### src/rtl/adc_scan_seq.sv
module adc_scan_seq #(
  parameter int NENT = 16,
  parameter int CW   = 16
) (
  input  logic          clk,
  input  logic          rst_n,
  input  logic          cfg_we,
  input  logic [3:0]    cfg_addr,
  input  logic [31:0]   cfg_wdata,
  input  logic          trig,
  output logic [1:0]    req_valid,
  output logic [7:0]    req_chan,
  output logic [3:0]    req_atten,
  output logic [3:0]    req_res,
  input  logic [1:0]    res_valid,
  input  logic [23:0]   res_data,
  output logic          out_valid,
  input  logic          out_ready,
  output logic [15:0]   out_data,
  output logic [CW-1:0] conv_cnt,
  output logic [CW-1:0] eof_cnt
);
  localparam int IW = $clog2(NENT);

  logic [7:0]    tab [2][NENT];
  logic [IW-1:0] idx [2];
  logic [IW-1:0] lenm1 [2];
  logic [7:0]    rl [2];
  logic [15:0]   word [2];
  logic [1:0]    mode, srv, req, full;
  logic          alt, dual_r, busy, acc, sel, pop;

  function automatic logic [15:0] pack(input logic u, input logic [7:0] r,
                                       input logic dual, input logic [11:0] d);
    logic [11:0] m;
    m = d & ~(12'hFFF << (9 + r[3:2]));
    if (dual) pack = {u, r[7:4], (r[3:2] == 2'd3) ? m[11:1] : m[10:0]};
    else      pack = {r[7:4], m};
  endfunction

  assign busy = |req | |full;
  assign acc  = trig & ~busy;
  assign sel  = ~full[0];
  assign out_valid = full[0] | (full[1] & ~req[0]);
  assign out_data  = word[sel];
  assign pop  = out_valid & out_ready;

  always_comb
    case (mode)
      2'd0:    srv = 2'b01;
      2'd1:    srv = 2'b10;
      2'd2:    srv = 2'b11;
      default: srv = alt ? 2'b10 : 2'b01;
    endcase

  assign req_valid = req;
  assign req_chan  = {rl[1][7:4], rl[0][7:4]};
  assign req_res   = {rl[1][3:2], rl[0][3:2]};
  assign req_atten = {rl[1][1:0], rl[0][1:0]};

  always_ff @(posedge clk) begin
    if (!rst_n) begin
      mode <= '0; alt <= 1'b0; dual_r <= 1'b0;
      req <= '0; full <= '0;
      conv_cnt <= '0; eof_cnt <= '0;
      for (int u = 0; u < 2; u++) begin
        idx[u] <= '0; lenm1[u] <= '0; rl[u] <= '0; word[u] <= '0;
        for (int e = 0; e < NENT; e++) tab[u][e] <= '0;
      end
    end else begin
      if (acc) begin
        conv_cnt <= conv_cnt + 1'b1;
        eof_cnt  <= eof_cnt + ((mode == 2'd2) ? CW'(2) : CW'(1));
        dual_r   <= mode[1];
        if (mode == 2'd3) alt <= ~alt;
      end
      if (pop) full[sel] <= 1'b0;
      for (int u = 0; u < 2; u++) begin
        if (acc && srv[u]) begin
          req[u] <= 1'b1;
          rl[u]  <= tab[u][idx[u]];
          idx[u] <= (idx[u] == lenm1[u]) ? '0 : idx[u] + 1'b1;
        end
        if (req[u] && res_valid[u]) begin
          req[u]  <= 1'b0;
          full[u] <= 1'b1;
          word[u] <= pack(u[0], rl[u], dual_r, res_data[12*u +: 12]);
        end
        if (cfg_we && !cfg_addr[3] && cfg_addr[2] == u[0]) begin
          for (int k = 0; k < 4; k++)
            if (4 * int'(cfg_addr[1:0]) + k < NENT)
              tab[u][4 * int'(cfg_addr[1:0]) + k] <= cfg_wdata[31 - 8*k -: 8];
          idx[u] <= '0;
          alt    <= 1'b0;
        end
        if (cfg_we && cfg_addr == 4'd8 + 4'(u)) begin
          lenm1[u] <= cfg_wdata[IW-1:0];
          idx[u]   <= '0;
          alt      <= 1'b0;
        end
      end
      if (cfg_we && cfg_addr == 4'd10) begin
        mode <= cfg_wdata[1:0];
        alt  <= 1'b0;
      end
    end
  end

  a_r13_hold_stall: assert property (@(posedge clk) disable iff (!rst_n)
    out_valid && !out_ready |=> out_valid && $stable(out_data));

  a_r10_conv_step: assert property (@(posedge clk) disable iff (!rst_n)
    trig && !busy |=> conv_cnt == $past(conv_cnt) + 1'b1);

  a_r11_busy_ignored: assert property (@(posedge clk) disable iff (!rst_n)
    trig && busy |=> $stable(conv_cnt) && $stable(eof_cnt));

  a_r4_req_from_trig_a: assert property (@(posedge clk) disable iff (!rst_n)
    $rose(req_valid[0]) |-> $past(trig));

  a_r4_req_from_trig_b: assert property (@(posedge clk) disable iff (!rst_n)
    $rose(req_valid[1]) |-> $past(trig));

  a_r9_both_pair: assert property (@(posedge clk) disable iff (!rst_n)
    $rose(req_valid[0]) && $past(mode) == 2'd2 |-> $rose(req_valid[1]));
endmodule

### config.mk
export PLATFORM = sky130hd
export DESIGN_NAME = adc_scan_seq
export DESIGN_NICKNAME = d
export VERILOG_FILES = /design/src/rtl/adc_scan_seq.sv
export SDC_FILE = /design/constraint.sdc
export NUM_CORES = 1
export LEC_CHECK = 0
export ABC_AREA = 1
export BUFFER_PORTS_ARGS = -buffer_cell sky130_fd_sc_hd__buf_4
export CORE_MARGIN = 4
export CORE_UTILIZATION = 55
export CTS_CLUSTER_SIZE = 28
export DETAILED_ROUTE_END_ITERATION = 16
export PLACE_DENSITY = 0.74
export SLEW_MARGIN = 20
export SYNTH_ARGS = -nofsm -noshare
export SYNTH_HDL_FRONTEND = slang
export SYNTH_SLANG_ARGS = --single-unit
### constraint.sdc
create_clock -name clk -period 3.7 [get_ports clk]
set_clock_uncertainty 0.1 [all_clocks]
set_input_delay 0.185 -clock clk [delete_from_list [all_inputs] [get_ports clk]]
set_output_delay 0.185 -clock clk [all_outputs]
set_load 0.01 [all_outputs]
# Yosys cells after proc, flatten, opt, wreduce, memory -nomap -nowiden
# Memory sizes are Yosys's and may differ from the RTL's.
# Cells that the tools add are included.
# classes
n_addsub	9
reduce_logical	25
bitwise_logic	1059
shifts	2
order_cmp	16
mux	1121
n_eq_ne	10
# op_table
operator	count
2-to-1 mux 1 bit	1072
bitwise OR 1 bit	1038
2-to-1 mux 128 bit	8
demux 8 bit (select 4 bit)	4
>= comparator 32 x 5 -> 1 bit, second input constant	4
< comparator 32 x 1 -> 1 bit, second input constant	4
2-to-1 mux 16 bit	8
< comparator 32 x 6 -> 1 bit, second input constant	3
NOT 5 -> 32 bit	3
2-to-1 mux 8 bit	10
binary-select mux 8 bit (select 4 bit)	2
2-to-1 mux 4 bit	10
NOT 4 -> 32 bit	1
bitwise AND 12 bit	2
NOT 12 bit	2
left shift 12 x 5 -> 12 bit, first input constant	2
2-to-1 mux 11 bit	2
adder 16 x 1 -> 16 bit, second input constant	1
adder 16 x 2 -> 16 bit	1
logical AND 1 bit	15
equality test 4 bit, second input constant	3
adder 4 x 2 -> 5 bit, first input constant	2
adder 4 x 2 -> 5 bit, second input constant	2
>= comparator 5 bit, second input constant	2
other kinds (22)	41
# totals
ff_bits	40
word_cells	2256
n_memories	5
mem_bits_rw	320
inputBits	67
# mem_list
name	depth	width	read_ports	rd_clocked_by_memory_dff	write_ports	line	source
tab	2	128	2	0	2	25	logic [7:0] tab [2][NENT];
word	2	16	1	0	2	29	logic [15:0] word [2];
rl	2	8	2	0	2	28	logic [7:0] rl [2];
idx	2	4	2	0	2	26	logic [IW-1:0] idx [2];
lenm1	2	4	2	0	2	27	logic [IW-1:0] lenm1 [2];

# Depth between registers and ports, before layout
# depth
word_depth	11
mapped_depth	13

# Worst setup path after synthesis
# No wires, ideal clock.
# synth_path
kind	reg2reg
start	register mode[0]
end	register eof_cnt[12]
stages_incl_launch_ff	12
setup_slack_ps	1704
period_less_slack_ps	1996
required_ps	3468
arrival_time_ps	1763
setup_ps	132
cell_sequence	dfxtp_1 inv_1 ha_1 inv_1 ha_1 fa_1 inv_1 nor2_1 nand3_1 nor2_1 o21ai_0 a21oi_1
# synth_via
elab_chain_cells	3
# synth_lines
element	line	source
start, declared	30	logic [1:0] mode, srv, req, full;
start signal, assigned	103	mode <= cfg_wdata[1:0];
equality test 2 bit	73	eof_cnt <= eof_cnt + ((mode == 2'd2) ? CW'(2) : CW'(1));
2-to-1 mux 2 bit	73	
adder 16 x 2 -> 16 bit	73	
end signal, assigned	73	
end, declared	21	output logic [CW-1:0] eof_cnt
# Every way passes these cells.
# A chain may end at the register's enable or synchronous reset.

# Worst setup path in the final report
# layout_path
start	register full[0]
end	output port out_data[15]
# layout_via
elab_chain_cells	2
# layout_lines
element	line	source
start, declared	30	
start signal, assigned	64	req <= '0; full <= '0;
start signal, assigned by index	77	if (pop) full[sel] <= 1'b0;
start signal, assigned by index	86	full[u] <= 1'b1;
NOT 1 bit	43	assign sel = ~full[0];
memory (2 x 16 bit)	n/a	
end, declared	19	output logic [15:0] out_data,
# Every way passes these cells.

==> impl_metrics.toml <==
[min_path]
worst_hold_path_type = "in -> reg"
timing.hold.worst.start = "cfg_wdata[22]"

[die]
top_level_ports = 134
floorplan.rows = 63
floorplan.initialDensity_pct = 56.4
floorplan.die_area_sq_mm = 0.0336
floorplan.die.height_um = 183
design.core.area_sq_mm = 0.0300
die_width_um = 183

[routing]
vias = 14000
final_antenna_net_count = 0
wire_per_inst_um = 20.0
drt_pass1_iterations = 7
routed.top_layer = "met4"
route.layer.met1.wl_um = 18500
wl_met2_um = 22200
drt_iter0_drcs = 1630
routed_vias_inst = 5.81
routed-wl-met3_um = 5310
detail_route.drc_violations = 0
finalWirelength_um = 47900

[global_routing]
antenna_violations_before_repair = 0
grt_overflow_total = 0
grt_use_total_pct = 27.9
grt_first_pass_wirelength_um = 73400
grt_start_max_net_pins = 68
first_global_vias = 13300

[yosys]
synth_top_area_cell = "edfxtp_1"
synth-compound-area-share_pct = 13.3
main_combinational_cell_family_by_area_after_synthesis = "simple AND/OR/NAND/NOR gates"
async_flop_share_pct = 0
synth.top_cell.area_share_pct = 51.9
synthFlopType = "edfxtp_1"
post_synth_xor_area_fraction_pct = 0.777
synthesis.area_sq_mm = 0.0169
synth_cells = 1847
ys_ff_latch = 360
synth.lib_cells_used.distinct = 44
yosysWarnings = 0
synth.area.top_cells = "edfxtp_1, nor2_1, dfxtp_1"
synthSimpleGateAreaFrac_pct = 19.7
share_of_synthesized_cell_area_in_full_adder_half_adder_and_majority_cells_pct = 0.785
yosys-mux-area-fraction_pct = 0
synth_sequential_area_ratio_pct = 59.9
synth_nets = 1924
synth-edff-count = 292
synthesis.area_per_instance_sq_um = 9.15

[critical_path]
cp_data_required_time_ps = 3410
critPathLaunch = "full[0]$_SDFFE_PN0P_"
critical_path_arrival_ps = 2420
cp_max_fo = 20
reg2reg_from = "full[0]$_SDFFE_PN0P_"
critPathKind = "reg -> out"
startpoint_type = "register"
endpoint_kind = "primary output"
setup.reg_to_reg.worst_slack_ps = 1110

[layout]
layout-area-overhead-vs-synth_pct = 16.6
mostFrequentLayoutCell = "nor2_1"
layout-drive-gt1-share_pct = 12.4
fin_cells = 2403
layout.cell_area.non_filler_sq_mm = 0.0197
multi_input_area_sq_mm = 0.00584
design.final.nets = 2062
antenna_cells_inserted = 0
ff_latch_area_sq_mm = 0.0101
layout.filler_cells = 2332
final_cell_mix = "nor2_1, nand2_1, edfxtp_1"

[placed_design]
placement.setup.worst_slack_ps = 1090
detailedPlacementHpwl_um = 30200
placed_cell_area_sq_mm = 0.0180
place.port_buffers = 133
place.detailed.instances = 2290
place.gp.congestion = 0.893

[timing]
period_needed_ps = 2710
hold_viol = 0
timing.slew.headroom_pct = 26.8
fmax_ghz = 0.369
layout_worst_path_cycle_share_pct = 73.1
rsz0062_at_grt = "false"
slew_at_the_pin_with_the_worst_max_slew_slack_ps = 1100
postLayoutSetupSlackWorst_ps = 994
fin_tns_setup_ps = 0
final_max_slew_viol_count = 0
final.hold.worst_slack_ps = 18.3
report.final.setup_viol = 0

[cts]
clkSinkCount = 360
cts_inserted_buffers = 38
cts_setup_buffers = 0
root_buffer = "clkbuf_16"
postCtsHoldBufs = 45
post_cts_resize_count = 0
ctsHtreeMaxLevel = 2
clkTransAtPathRegs_ps = 60
clock_insertion_delay_worst_skew_ps = 530
cts_tree = "built"
ctsLongestPathBuffers = 3

[pwr]
power.density_cell_area_mw_per_mm2 = 497
cellLeakagePower_nw = 7.70
ir_worst_vdd_mv = 0.343

[run]
maxCapViolCount = 0

[status]
status = "completed"
[registers in the layout (all words and copies together) (netlist names)]
| signal | flops |
|---|---|
| tab | 256 |
| word | 32 |
| conv_cnt | 16 |
| eof_cnt | 16 |
| rl | 16 |
| idx | 8 |
| lenm1 | 8 |
| full | 2 |
| mode | 2 |
| req_valid | 2 |
| alt | 1 |
| dual_r | 1 |
[cells by family after synthesis]
kind of cell | Yosys count
and+or+nand+nor | 823
xor gates and xnor gates | 15
AOI/OAI and AO/OA | 423
buffers and inverters | 216
adders and majority gates | 10
DFF | 360
[final cells by class]
class,instances,area share [%]
sequential,360,51.4
timing repair buffer,196,8.04
multi-input combinational,1271,29.6
clock buffer,54,5.39
inverter,118,2.29
tap,390,2.48
clock inverter,14,0.743
[layer usage]
metal | global-route usage, % | vias to the layer above
met5 | 0 | -
met4 | 11.8 | 0
met3 | 5.71 | 122
met2 | 44.5 | 802
met1 | 37.5 | 6526
li1 | - | 6520
[worst max-delay path: stages, from the launching register on]
cell and delay, ps:
dfxtp_1 780, clkinv_1 640, nand2_1 250, nand2_1 80, buf_4 150
[per-stage QoR]
stage	util [%]	power, W
floorplan	-	0.00561
global placement	60.2	0.00604
detailed placement	60.2	0.00607
CTS	65.8	0.00979
global route	65.8	0.0101
finish	65.8	0.00978
[worst paths after layout]
| path | endpoint | depth (start not counted) |
|---|---|---|
| max | out_data[15] | 4 |
| min | tab[1][118]$_DFFE_PP_ | 3 |
| max reg2reg | idx[0][0]$_SDFFCE_PP0P_ | 7 |
| min reg2reg | tab[1][63]$_SDFFE_PN0P_ | 2 |
[cell usage after synthesis, types with 17 or more instances]
master and n:
buf_2 39, nand3_1 83, dfxtp_1 68, nor2_1 395
o21ai_0 266, inv_1 101, edfxtp_1 292, a21oi_1 95
o211ai_1 17, clkbuf_1 39, nand2_1 309
[where the power goes]
part	total (W)	switching [W]	internal, W
Combinational	0.00128	0.000867	0.000411
Clock	0.00373	0.00152	0.00221
Sequential	0.00478	0.000137	0.00464
Power figures use the tool's default switching activity.
